<file path="config.mk">
export PLATFORM = sky130hd
export DESIGN_NAME = eirq_unit
export DESIGN_NICKNAME = d
export VERILOG_FILES = /design/src/rtl/eirq_pkg.sv /design/src/rtl/eirq_sync_edge.sv /design/src/rtl/eirq_status.sv /design/src/rtl/eirq_req_gen.sv /design/src/rtl/eirq_unit.sv
export SDC_FILE = /design/constraint.sdc
export NUM_CORES = 1
export LEC_CHECK = 0
export ABC_AREA = 1
export BUFFER_PORTS_ARGS = -buffer_cell sky130_fd_sc_hd__buf_2
export CAP_MARGIN = 20
export CORE_ASPECT_RATIO = 0.75
export CORE_MARGIN = 2
export CORE_UTILIZATION = 40
export DETAILED_ROUTE_END_ITERATION = 10
export PLACE_DENSITY = 0.73
export SKIP_LAST_GASP = 1
export SLEW_MARGIN = 25
export SYNTH_ARGS = -nofsm -noshare
export SYNTH_HDL_FRONTEND = slang
export SYNTH_SLANG_ARGS = --single-unit
</file>
<file path="constraint.sdc">
create_clock -name clk -period 0.8 [get_ports clk]
set_input_delay 0.08 -clock clk [delete_from_list [all_inputs] [get_ports clk]]
set_output_delay 0.08 -clock clk [all_outputs]
set_load 0.05 [all_outputs]
</file>
<file path="src/rtl/eirq_pkg.sv">
package eirq_pkg;
  typedef enum logic {
    SEL_ENABLE = 1'b0,
    SEL_STATUS = 1'b1
  } reg_sel_e;
endpackage

</file>
<file path="src/rtl/eirq_sync_edge.sv">
module eirq_sync_edge #(
  parameter int N_SRC  = 6,
  parameter int STAGES = 2
) (
  input  logic             clk,
  input  logic             rst_n,
  input  logic [N_SRC-1:0] async_i,
  output logic [N_SRC-1:0] level_o,
  output logic [N_SRC-1:0] rise_o
);
  localparam int TOP = STAGES - 1;

  for (genvar i = 0; i < N_SRC; i++) begin : g_line
    logic [STAGES-1:0] chain_q;
    logic              last_q;

    always_ff @(posedge clk or negedge rst_n) begin
      if (!rst_n) begin
        chain_q <= '0;
        last_q  <= 1'b0;
      end else begin
        chain_q <= {chain_q[STAGES-2:0], async_i[i]};
        last_q  <= chain_q[TOP];
      end
    end

    assign level_o[i] = chain_q[TOP];
    assign rise_o[i]  = chain_q[TOP] & ~last_q;
  end

  // A rise is reported for one cycle only
  assert_rise_single_R3: assert property (@(posedge clk) disable iff (!rst_n)
    (rise_o != '0) |=> ((rise_o & $past(rise_o)) == '0));
endmodule

</file>
<file path="src/rtl/eirq_status.sv">
module eirq_status #(
  parameter int N_SRC = 6
) (
  input  logic             clk,
  input  logic             rst_n,
  input  logic [N_SRC-1:0] enable_i,
  input  logic [N_SRC-1:0] rise_i,
  output logic [N_SRC-1:0] status_o
);
  logic [N_SRC-1:0] status_q;
  logic [N_SRC-1:0] status_d;

  always_comb begin
    status_d = (status_q | (rise_i & enable_i)) & enable_i;
  end

  always_ff @(posedge clk or negedge rst_n) begin
    if (!rst_n) status_q <= '0;
    else        status_q <= status_d;
  end

  assign status_o = status_q;

  // Enabled rise is captured on the next edge
  assert_capture_R3: assert property (@(posedge clk) disable iff (!rst_n)
    ((rise_i & enable_i) != '0) |=>
      ((status_q & $past(rise_i & enable_i)) == $past(rise_i & enable_i)));

  // Any bit disabled in the previous cycle is clear now
  assert_disabled_clear_R6: assert property (@(posedge clk) disable iff (!rst_n)
    1'b1 |=> ((status_q & ~$past(enable_i)) == '0));

  // An enabled set bit never drops while its enable stays set
  assert_hold_R6: assert property (@(posedge clk) disable iff (!rst_n)
    1'b1 |=> ((enable_i & $past(enable_i) & $past(status_q) & ~status_q) == '0));
endmodule

</file>
<file path="src/rtl/eirq_req_gen.sv">
module eirq_req_gen #(
  parameter int N_SRC = 6
) (
  input  logic             clk,
  input  logic             rst_n,
  input  logic [N_SRC-1:0] status_i,
  output logic             pulse_o,
  output logic             level_o
);
  logic busy_q;

  always_ff @(posedge clk or negedge rst_n) begin
    if (!rst_n) busy_q <= 1'b0;
    else        busy_q <= |status_i;
  end

  assign level_o = |status_i;
  assign pulse_o = level_o & ~busy_q;

  assert_pulse_after_empty_R8: assert property (@(posedge clk) disable iff (!rst_n)
    pulse_o |-> ($past(status_i) == '0));

  assert_pulse_one_cycle_R8: assert property (@(posedge clk) disable iff (!rst_n)
    pulse_o |=> !pulse_o);

  assert_no_repulse_R9: assert property (@(posedge clk) disable iff (!rst_n)
    (status_i != '0) |=> !pulse_o);
endmodule

</file>
<file path="src/rtl/eirq_unit.sv">
module eirq_unit
  import eirq_pkg::*;
#(
  parameter int N_SRC  = 6,
  parameter int STAGES = 2
) (
  input  logic             clk,
  input  logic             rst_n,
  input  logic [N_SRC-1:0] src_i,
  input  logic             reg_wr,
  input  logic             reg_addr,
  input  logic [N_SRC-1:0] reg_wdata,
  output logic [N_SRC-1:0] reg_rdata,
  output logic             irq_pulse,
  output logic             irq_level
);
  logic [N_SRC-1:0] enable_q;
  logic [N_SRC-1:0] sync_lvl;
  logic [N_SRC-1:0] sync_rise;
  logic [N_SRC-1:0] status;
  reg_sel_e         sel;

  assign sel = reg_sel_e'(reg_addr);

  always_ff @(posedge clk or negedge rst_n) begin
    if (!rst_n)                          enable_q <= '0;
    else if (reg_wr && sel == SEL_ENABLE) enable_q <= reg_wdata;
  end

  always_comb begin
    reg_rdata = (sel == SEL_STATUS) ? status : enable_q;
  end

  eirq_sync_edge #(.N_SRC(N_SRC), .STAGES(STAGES)) u_sync (
    .clk     (clk),
    .rst_n   (rst_n),
    .async_i (src_i),
    .level_o (sync_lvl),
    .rise_o  (sync_rise)
  );

  eirq_status #(.N_SRC(N_SRC)) u_status (
    .clk      (clk),
    .rst_n    (rst_n),
    .enable_i (enable_q),
    .rise_i   (sync_rise),
    .status_o (status)
  );

  eirq_req_gen #(.N_SRC(N_SRC)) u_req (
    .clk      (clk),
    .rst_n    (rst_n),
    .status_i (status),
    .pulse_o  (irq_pulse),
    .level_o  (irq_level)
  );

  // Status write leaves the enable register untouched
  assert_status_write_ignored_R11: assert property (@(posedge clk) disable iff (!rst_n)
    (reg_wr && sel == SEL_STATUS) |=> $stable(enable_q));

  // A line that was high when enabled cannot be captured without a new rise
  assert_no_capture_static_R7: assert property (@(posedge clk) disable iff (!rst_n)
    (sync_rise == '0 && status == '0) |=> (status == '0));

  // Level flag agrees with status
  assert_level_R8: assert property (@(posedge clk) disable iff (!rst_n)
    irq_level == (status != '0));

  // Unused synchronised level kept visible to checks
  assert_rise_implies_level_R5: assert property (@(posedge clk) disable iff (!rst_n)
    ((sync_rise & ~sync_lvl) == '0));
endmodule

</file>
Word-level counts from Yosys, hierarchy flattened
Index checks and enable logic that the tools add are counted.
{ "word_totals": {"reg_bits": 31, "latchBits": 0, "ram_bits": 0, "rom_bits": 0, "input_bits": 16, "out_inout_bits": 8, "word_cells": 36, "mem_count": 0} }
{ "classes": {"addsub": 0, "n_mul": 0, "n_div": 0, "n_lt_le_gt_ge": 0, "n_eq_ne": 0, "shift": 0, "muxes": 1, "bitwise_logic": 18, "reduce_logical": 2} }
{ "op_table": {"columns": ["cell", "n"], "rows": [
  ["$and 6x6->6", 2],
  ["$not 1->1", 8],
  ["$and 1x1->1", 7],
  ["$mux 6", 1],
  ["$or 6x6->6", 1],
  ["$reduce_or 6->1", 1],
  ["$logic_and 1x1->1", 1]
]} }

Longest topological paths before layout
Gate-level depths: netlist of run 1.
{ "logic_depth": {"word_depth": 5, "mapped_depth": 5, "depth_no_buf": 4} }

Modules after synthesis
From an unflattened synthesis of run 1, not the netlist that was laid out.
{ "unflattened": {"hier_cells": 113, "area_unflattened_um2": 1137.3} }
{ "modules_own_cells": {"columns": ["module", "instances", "cells_each", "area_each_um2", "seq_area_each_um2"], "rows": [
  ["eirq_sync_edge", 1, 36, 555.5, 450.4],
  ["eirq_unit", 1, 45, 311.5, 150.1],
  ["eirq_status", 1, 24, 217.7, 150.1],
  ["eirq_req_gen", 1, 8, 52.6, 25.0]
]} }

Worst setup path before layout of run 1
Ideal clock, no wire load.
{ "synth_path": {"path_kind": "flip-flop to output port", "from": "register enable_q[1]", "to": "output reg_rdata[1]", "t_arrival_ns": 1.450, "t_required_ns": 0.720, "path_slack_ns": -0.730, "stages_incl_launch_ff": 3, "path_buffers": 0, "path_cell_list": "dfrtp_1 -> inv_1 -> o21ai_0"} }
{ "synth_between": {"elab_chain_cells": 1} }
{ "synth_lines": {"columns": ["element", "line_no", "source"], "rows": [
  ["start, declared", "eirq_unit.sv:17", "logic [N_SRC-1:0] enable_q;"],
  ["start signal, assigned", "eirq_unit.sv:27", "else if (reg_wr && sel == SEL_ENABLE) enable_q <= reg_wdata;"],
  ["$mux 6", "eirq_unit.sv:31", "reg_rdata = (sel == SEL_STATUS) ? status : enable_q;"],
  ["end, declared", "eirq_unit.sv:13", "output logic [N_SRC-1:0] reg_rdata,"]
]} }
No other way between the ends.

Final worst setup path of run 1
{ "layout_path": {"from": "register u_status.status_q[0] (netlist: u_status.status_o[0])", "to": "output irq_pulse"} }
{ "layout_between": {"elab_chain_cells": 2} }
{ "layout_lines": {"columns": ["element", "line_no", "source"], "rows": [
  ["start, declared", "eirq_status.sv:10", "logic [N_SRC-1:0] status_q;"],
  ["start signal, assigned", "eirq_status.sv:19", "else status_q <= status_d;"],
  ["$reduce_or 6->1", "eirq_req_gen.sv:17", "assign level_o = |status_i;"],
  ["$and 1x1->1", "eirq_req_gen.sv:18", "assign pulse_o = level_o & ~busy_q;"],
  ["end, declared", "eirq_unit.sv:14", "output logic irq_pulse,"]
]} }
No other way between the ends.

==> impl_metrics.py, run 1 <==
metrics = {
    "run_status": {
        "status": "finished with violations",
        "violations": "negative setup slack",
    },
    "setup_path": {
        "r2r-end": "u_status.status_o[0]",
        "worstSetupEndpointType": "primary output",
        "cp_max_fo": 3,
        "worstRegToRegCells": 4,
        "worstPathArrival_ns": 1.24,
        "r2r_slack_ns": -0.11,
        "crit_required_ns": 0.72,
        "reg2reg_from": "u_status.status_o[0]",
        "cpMaxStageDelayCell": "dfrtp_1",
        "critPathLaunchType": "register",
        "worstSetupPathType": "reg2out",
        "cpPeakStageDelay_ns": 0.41,
        "path_cells": "nor2_2, nand3_4, nand2_2, inv_1, buf_6",
    },
    "clocking": {
        "cts_tree": "done",
        "clk_pin_slew_ns": 0.09,
        "clk_latency_ns": 0.33,
        "numCtsBuffers": 5,
        "clkSinkCount": 31,
        "ctsLongestPathBuffers": 2,
        "cts_htree_levels": 2,
        "root_buffer": "clkbuf_4",
    },
    "timing": {
        "hold_viol": 0,
        "rsz0062_at_grt": "yes",
        "slew_violations": 0,
        "timing.final.crit_share_pct": 165,
        "clock.fmax_ghz": 0.757,
        "finalWorstSetupSlack_ns": -0.521,
        "hold_ws_ns": 0.00747,
        "relSlewSlack_pct": 71.4,
        "period_needed_ns": 1.32,
        "worst_pin_slew_ns": 0.429,
        "fin_skew_ns": 0.00435,
        "setup_viol": 11,
    },
    "routing": {
        "top_layer_used": "met4",
        "wl_met2_um": 1240,
        "wl_per_cell_um": 12.3,
        "routed_via_density": 4.32,
        "drtPass1Iterations": 4,
        "postRouteAntennaNets": 0,
        "drc": 0,
        "wl_met3_um": 114,
        "drt_iter0_drc": 1,
        "vias": 794,
        "finalWirelength_um": 2270,
        "wl_met1_um": 835,
    },
    "die": {
        "dieArea_um2": 3070,
        "core_area_um2": 2560,
        "die_w_um": 63.4,
        "initial_core_util_pct": 41.3,
        "die_h_um": 48.5,
        "rows": 16,
        "ios": 24,
    },
    "pwr": {
        "ir_worst_vdd_mv": 0.895,
        "p_switching_uw": 1160,
        "power.internal_uw": 2580,
        "p_comb_share_pct": 27.9,
        "power.leakage_uw": 0.000850,
        "power.share.clock_pct": 24.2,
        "power.density_nw_per_um2": 2170,
        "power_uw": 3740,
        "switching_share_pct": 30.9,
        "pwr-share-seq_pct": 47.8,
    },
    "job": {
        "drv_cap": 0,
    },
    "global_routing": {
        "grt_pass1_wl_um": 3750,
        "antenna_found_initial": 0,
        "grt_max_degree": 32,
        "track_usage_pct": 17.2,
        "grt.overflow.total": 0,
        "grt_pass1_vias": 842,
    },
    "worst_hold_path": {
        "hold_path_depth": 3,
        "min_to": "enable_q[0]",
        "hold_class": "in2reg",
        "worstHoldStart": "reg_wdata[0]",
    },
    "placed_design": {
        "io_buffers": 23,
        "dpl_cell_area_um2": 1410,
        "hpwl_um": 1440,
        "gp_congestion": 0.733,
    },
    "synthesis": {
        "synth_area_leader_cell": "dfrtp_1",
        "synth_top_family_by_area": "compound AO/OA/AOI/OAI gates",
        "yosysUniqueCellTypes": 13,
        "synth-seq-cells": 31,
        "synth-xor-area-share_pct": 0,
        "synth-adder-area-share_pct": 0,
        "synth_top_area_share_pct": 73.4,
        "netlist_top_cells_area": "dfrtp_1 73%, inv_1 5.0%, nor2_1 3.9%, a21oi_1 3.8%, a21oi_2 3.3%",
        "synthCells": 90,
        "syn-cell-area_um2": 1060,
        "syn_nets": 106,
        "synth_seq_area_share_pct": 73.4,
        "avgSynthCellArea_um2": 11.7,
        "synth-compound-area-share_pct": 9.94,
        "yosys_warnings": 0,
        "synthMuxAreaShare_pct": 0,
        "synth-simple-area-share_pct": 9.82,
    },
    "layout": {
        "fin_nets": 164,
        "antennaDiodeCount": 0,
        "final_layout_size_suffix_gt1_share_pct": 54.7,
        "nFillCells": 186,
        "syn_to_final_growth_pct": 63.1,
        "finish.instance_area_um2": 1720,
    },
}
-- state kept, by name (all words and copies together), names as in the netlist --
register	count
u_req.busy_q	1
u_sync.g_line.chain_q	12
u_status.status_o	6
enable_q	6
u_sync.g_line.last_q	6
-- critical path, delay by kind of cell, from the launching register on --
| kind | cells | cell delay, ns |
|---|---|---|
| buffers and inverters | 2 | 0.18 |
| flip-flops | 1 | 0.41 |
| AND/OR/NAND/NOR | 3 | 0.32 |
-- kinds of logic (layout without fill, tap and decap cells) --
kind of cell / count (synthesis) / after routing
buffers and inverters: 17 / 75
AND/OR/NAND/NOR: 24 / 24
flip-flops: 31 / 31
AO/OA/AOI/OAI: 18 / 18
-- repair_timing --
item	CTS	global route
hold buffers	11	0
endpoints found under the hold margin	41	0
setup endpoints to repair	9	14
resized for setup	23	11
pin swaps	2	5
buffers inserted	2	3
-- worst max-delay path by stage --
stage	endpoint	startpoint	slack (ns)
floorplan	irq_pulse	u_status.status_o[1]	-0.29
global placement	irq_pulse	u_status.status_o[4]	-0.18
detailed placement	irq_pulse	u_status.status_o[1]	-0.20
CTS	irq_pulse	u_status.status_o[2]	-0.53
global route	irq_pulse	u_status.status_o[0]	-0.60
finish	irq_pulse	u_status.status_o[0]	-0.52
-- metrics by stage --
stage               setup slack [ns]  setup TNS [ns]  instances  util [%]
floorplan                     -0.291          -0.481         90         -
global placement              -0.178           -1.45        161      55.1
detailed placement            -0.201           -1.76        161      55.1
CTS                           -0.533           -3.50        181      65.0
global route                  -0.604           -4.30        184      67.3
finish                        -0.521           -3.64        184      67.3
-- power by group through the flow --
stage	combinational, uW	clock (uW)	sequential (uW)
after detailed placement	786	0	1810
after CTS	964	937	1780
after global routing	1110	1050	1800
final	1040	906	1790
after global placement	761	0	1800
after floorplan	509	0	1790
-- cell usage in the layout, fill, tap and decap left out, drive strengths merged --
cell and instances:
nand2 8, nor2 15, buf 42, inv 15
o21ai 6, nand3 1, clkinv 1, dfrtp 31
dlygate4sd3 11, clkbuf 6, a21oi 12
-- layer usage --
layer  track usage (%)  vias up
met4              10.5        0
met5                 0        -
met2              28.2       18
met1              18.3      382
met3              7.44        8
li1                  -      386
-- synth_stat cells --
master and instances:
inv_2 1, a21oi_2 4, nor2_1 11, a21oi_1 8
nor2_2 4, dfrtp_1 31, o21ai_0 6, nand3_1 1
nand2_2 1, nand2_1 7, buf_6 1, inv_1 14
buf_2 1
-- layout make-up --
class                      instances  area [um^2]  share of cell area [%]
tap                               36         45.0                    2.61
clock buffer                       6         51.3                    2.98
inverter                          15         56.3                    3.27
sequential                        31          776                    45.0
multi-input combinational         42          335                    19.4
clock inverter                     1         5.00                   0.290
timing repair buffer              53          455                    26.4
(Power assumes the default switching activity.)
==> run 2: changes to the inputs <==
ABC_AREA = 0   (was 1)
CAP_MARGIN = 10   (was 20)
==> run 2 against run 1 <==
The flow still finishes with violations (negative setup slack). Hold slack better by 0.18 ns. First-iteration DRC count stayed put. Largest power group unchanged. Register-to-register slack worse by 0.09 ns. Highest routed layer unchanged. Sequential share of layout area is 0.47 points higher. Design area is 0.87% lower. Critical path depth is 1 lower. Clock power is 8.8% lower. Clock skew is 0.0070 ns higher. Cell count is 14% lower. Routed wire length is 3.8% lower. Sequential power hardly changed. Largest cell class unchanged.
==> impl_metrics.py, run 2 <==
metrics = {
    "synthesis": {
        "synth_most_common_cell": "dfrtp_1",
        "synth_top_area_share_pct": 72.4,
        "yosys_warnings": 0,
        "ys.flop_type": "dfrtp_1",
        "syn-cell-area_um2": 1070,
        "synth_area_leader_cell": "dfrtp_1",
        "syn_nets": 78,
        "yosysUniqueCellTypes": 11,
        "synthArstFlopShare_pct": 100,
        "avgSynthCellArea_um2": 17.3,
        "synth-seq-cells": 31,
        "netlist_top_cells_area": "dfrtp_1 72%, mux2_4 8.4%, mux2_2 6.3%, o21a_1 4.2%, nor2b_1 3.5%",
        "synth_common_cells": "31 x dfrtp_1, 6 x mux2_2, 6 x mux2_4, 6 x nor2b_1, 6 x o21a_1",
        "synth_edf_count": 0,
        "synth_seq_area_share_pct": 72.4,
        "synthCells": 62,
    },
    "job": {
        "drv_cap": 0,
    },
    "die": {
        "die_h_um": 48.8,
        "die_w_um": 63.8,
        "dieArea_um2": 3110,
        "initial_core_util_pct": 41.5,
        "core_area_um2": 2580,
        "ios": 24,
        "rows": 16,
    },
    "routing": {
        "drc": 0,
        "drtPass1Iterations": 2,
        "wl_met3_um": 99,
        "drt_iter0_drc": 1,
        "wl_per_cell_um": 13.8,
        "routed_via_density": 4.45,
        "finalWirelength_um": 2180,
        "wl_met2_um": 1240,
        "top_layer_used": "met4",
        "postRouteAntennaNets": 0,
        "wl_met1_um": 826,
        "vias": 703,
    },
    "setup_path": {
        "cp.depth": 4,
        "worstPathArrival_ns": 1.42,
        "path_buf_inv": 3,
        "critPathTopFamily": "flip-flops",
        "cp_max_fo": 2,
        "worstSetupPathType": "reg2out",
        "cpPeakStageDelay_ns": 0.44,
        "cpMaxStageDelayCell": "dfrtp_2",
        "worstSetupEndpointType": "primary output",
        "path_cells": "buf_4, buf_6, mux2_4, buf_8",
        "crit_required_ns": 0.72,
        "critPathLaunchType": "register",
        "worstRegToRegCells": 2,
    },
    "global_routing": {
        "track_usage_pct": 16.6,
        "grt_pass1_wl_um": 3640,
        "grt_pass1_vias": 782,
        "antenna_found_initial": 0,
        "grt_max_degree": 20,
        "grt.overflow.total": 0,
    },
    "timing": {
        "clock.fmax_ghz": 0.668,
        "fin_skew_ns": 0.0113,
        "slew_violations": 0,
        "hold_ws_ns": 0.192,
        "finalWorstSetupSlack_ns": -0.698,
        "timing.final.crit_share_pct": 187,
        "worst_pin_slew_ns": 0.309,
        "hold_viol": 0,
        "rsz0062_at_grt": "yes",
        "period_needed_ns": 1.50,
        "relSlewSlack_pct": 79.3,
        "setup_viol": 19,
    },
    "pwr": {
        "power_uw": 3790,
        "ir_worst_vdd_mv": 1.50,
        "power.leakage_uw": 0.000819,
        "power.density_nw_per_um2": 2220,
    },
    "layout": {
        "syn_to_final_growth_pct": 59.6,
        "final_layout_size_suffix_gt1_share_pct": 52.5,
        "final_cells": 158,
        "top_register": "u_sync.g_line.chain_q",
        "multi_input_area_um2": 322,
        "fin_nets": 137,
        "antennaDiodeCount": 0,
        "nFillCells": 191,
        "finish.instance_area_um2": 1710,
        "largest_reg_flops": 12,
        "layout_commonest_cell": "dfrtp_1",
        "final_cell_mix": "30 x dfrtp_1, 16 x buf_6, 15 x buf_2, 13 x dlygate4sd3_1, 12 x mux2_4",
        "utilization_pct": 66.2,
        "regArea_um2": 777,
    },
    "clocking": {
        "root_buffer": "clkbuf_4",
        "clkSinkCount": 31,
        "cts_tree": "done",
        "ctsLongestPathBuffers": 2,
        "clk_pin_slew_ns": 0.09,
        "cts_htree_levels": 2,
        "clk_latency_ns": 0.32,
        "numCtsBuffers": 5,
    },
    "placed_design": {
        "io_buffers": 23,
        "dp_cells": 131,
        "dpl_cell_area_um2": 1370,
        "gp_congestion": 0.762,
    },
    "worst_hold_path": {
        "hold_class": "in2async",
    },
    "run_status": {
        "status": "finished with violations",
        "violations": "negative setup slack",
    },
}
==> run 2: cell types whose count changed in the layout (fill, tap and decap cells not counted), moves of 5 or more <==
cell / change
a21oi_1: -5
a21oi_2: -5
buf_4: -8
inv_1: -12
mux2_4: +12
nand2_2: -6
nor2_1: -7
nor2_2: -7
nor2b_1: +6
o21a_1: +6
o21ai_4: -5
==> run 2: cells by family (layout without fill, tap and decap cells) <==
| logic type | after synthesis | after routing | synth area share (%) |
|---|---|---|---|
| compound gates | 7 | 7 | 4.67 |
| buf+inv | 2 | 62 | 2.10 |
| flops | 31 | 31 | 72.4 |
| mux | 12 | 12 | 14.7 |
| simple gates | 10 | 10 | 6.07 |
==> run 2: layer usage <==
metal	up-vias	GRT usage, %
li1	327	-
met1	355	18.3
met2	18	29.1
met3	3	5.54
met4	0	7.61
met5	-	0
==> run 2: area by class of cell <==
cell class | instances | area share (%)
repair buffers | 54 | 30.2
well taps | 36 | 2.64
clock inverters | 1 | 0.293
multi-input cells | 29 | 18.8
flip-flops and latches | 31 | 45.5
clock buffers | 7 | 2.64
==> run 2: path summary, 6_finish.rpt <==
| check | startpoint | endpoint | slack (ns) |
|---|---|---|---|
| max | u_status.status_o[0] | reg_rdata[0] | -0.70 |
| min | rst_n | u_status.status_o[4] | 0.19 |
| max reg2reg | u_status.status_o[0] | u_req.busy_q | -0.20 |
| min reg2reg | u_sync.g_line[5].chain_q[0] | u_sync.g_line[5].chain_q[1] | 0.35 |
| max in group asynchronous | rst_n | enable_q[3] | 0.21 |
| min in group clk | reg_wr | enable_q[5] | 0.29 |
==> run 2: power by group <==
part	internal [uW]	switching, uW
Combinational	632	533
Clock	342	485
Sequential	1710	95.7
==> run 2: metrics by stage <==
stage,setup slack (ns),TNS [ns]
2_1_floorplan,-0.304,-1.15
3_3_place_gp,-0.334,-3.10
3_5_place_dp,-0.353,-3.41
4_1_cts,-0.689,-5.47
5_1_grt,-0.764,-6.56
6_report,-0.698,-5.77
==> run 2: timing repair <==
| action | CTS | global route |
|---|---|---|
| hold buffers | 13 | 0 |
| hold endpoints to repair | 43 | 0 |
| pin swaps | 5 | 3 |
| resized for setup | 30 | 8 |
| setup endpoints to repair | 19 | 20 |
| setup buffers | 3 | 9 |
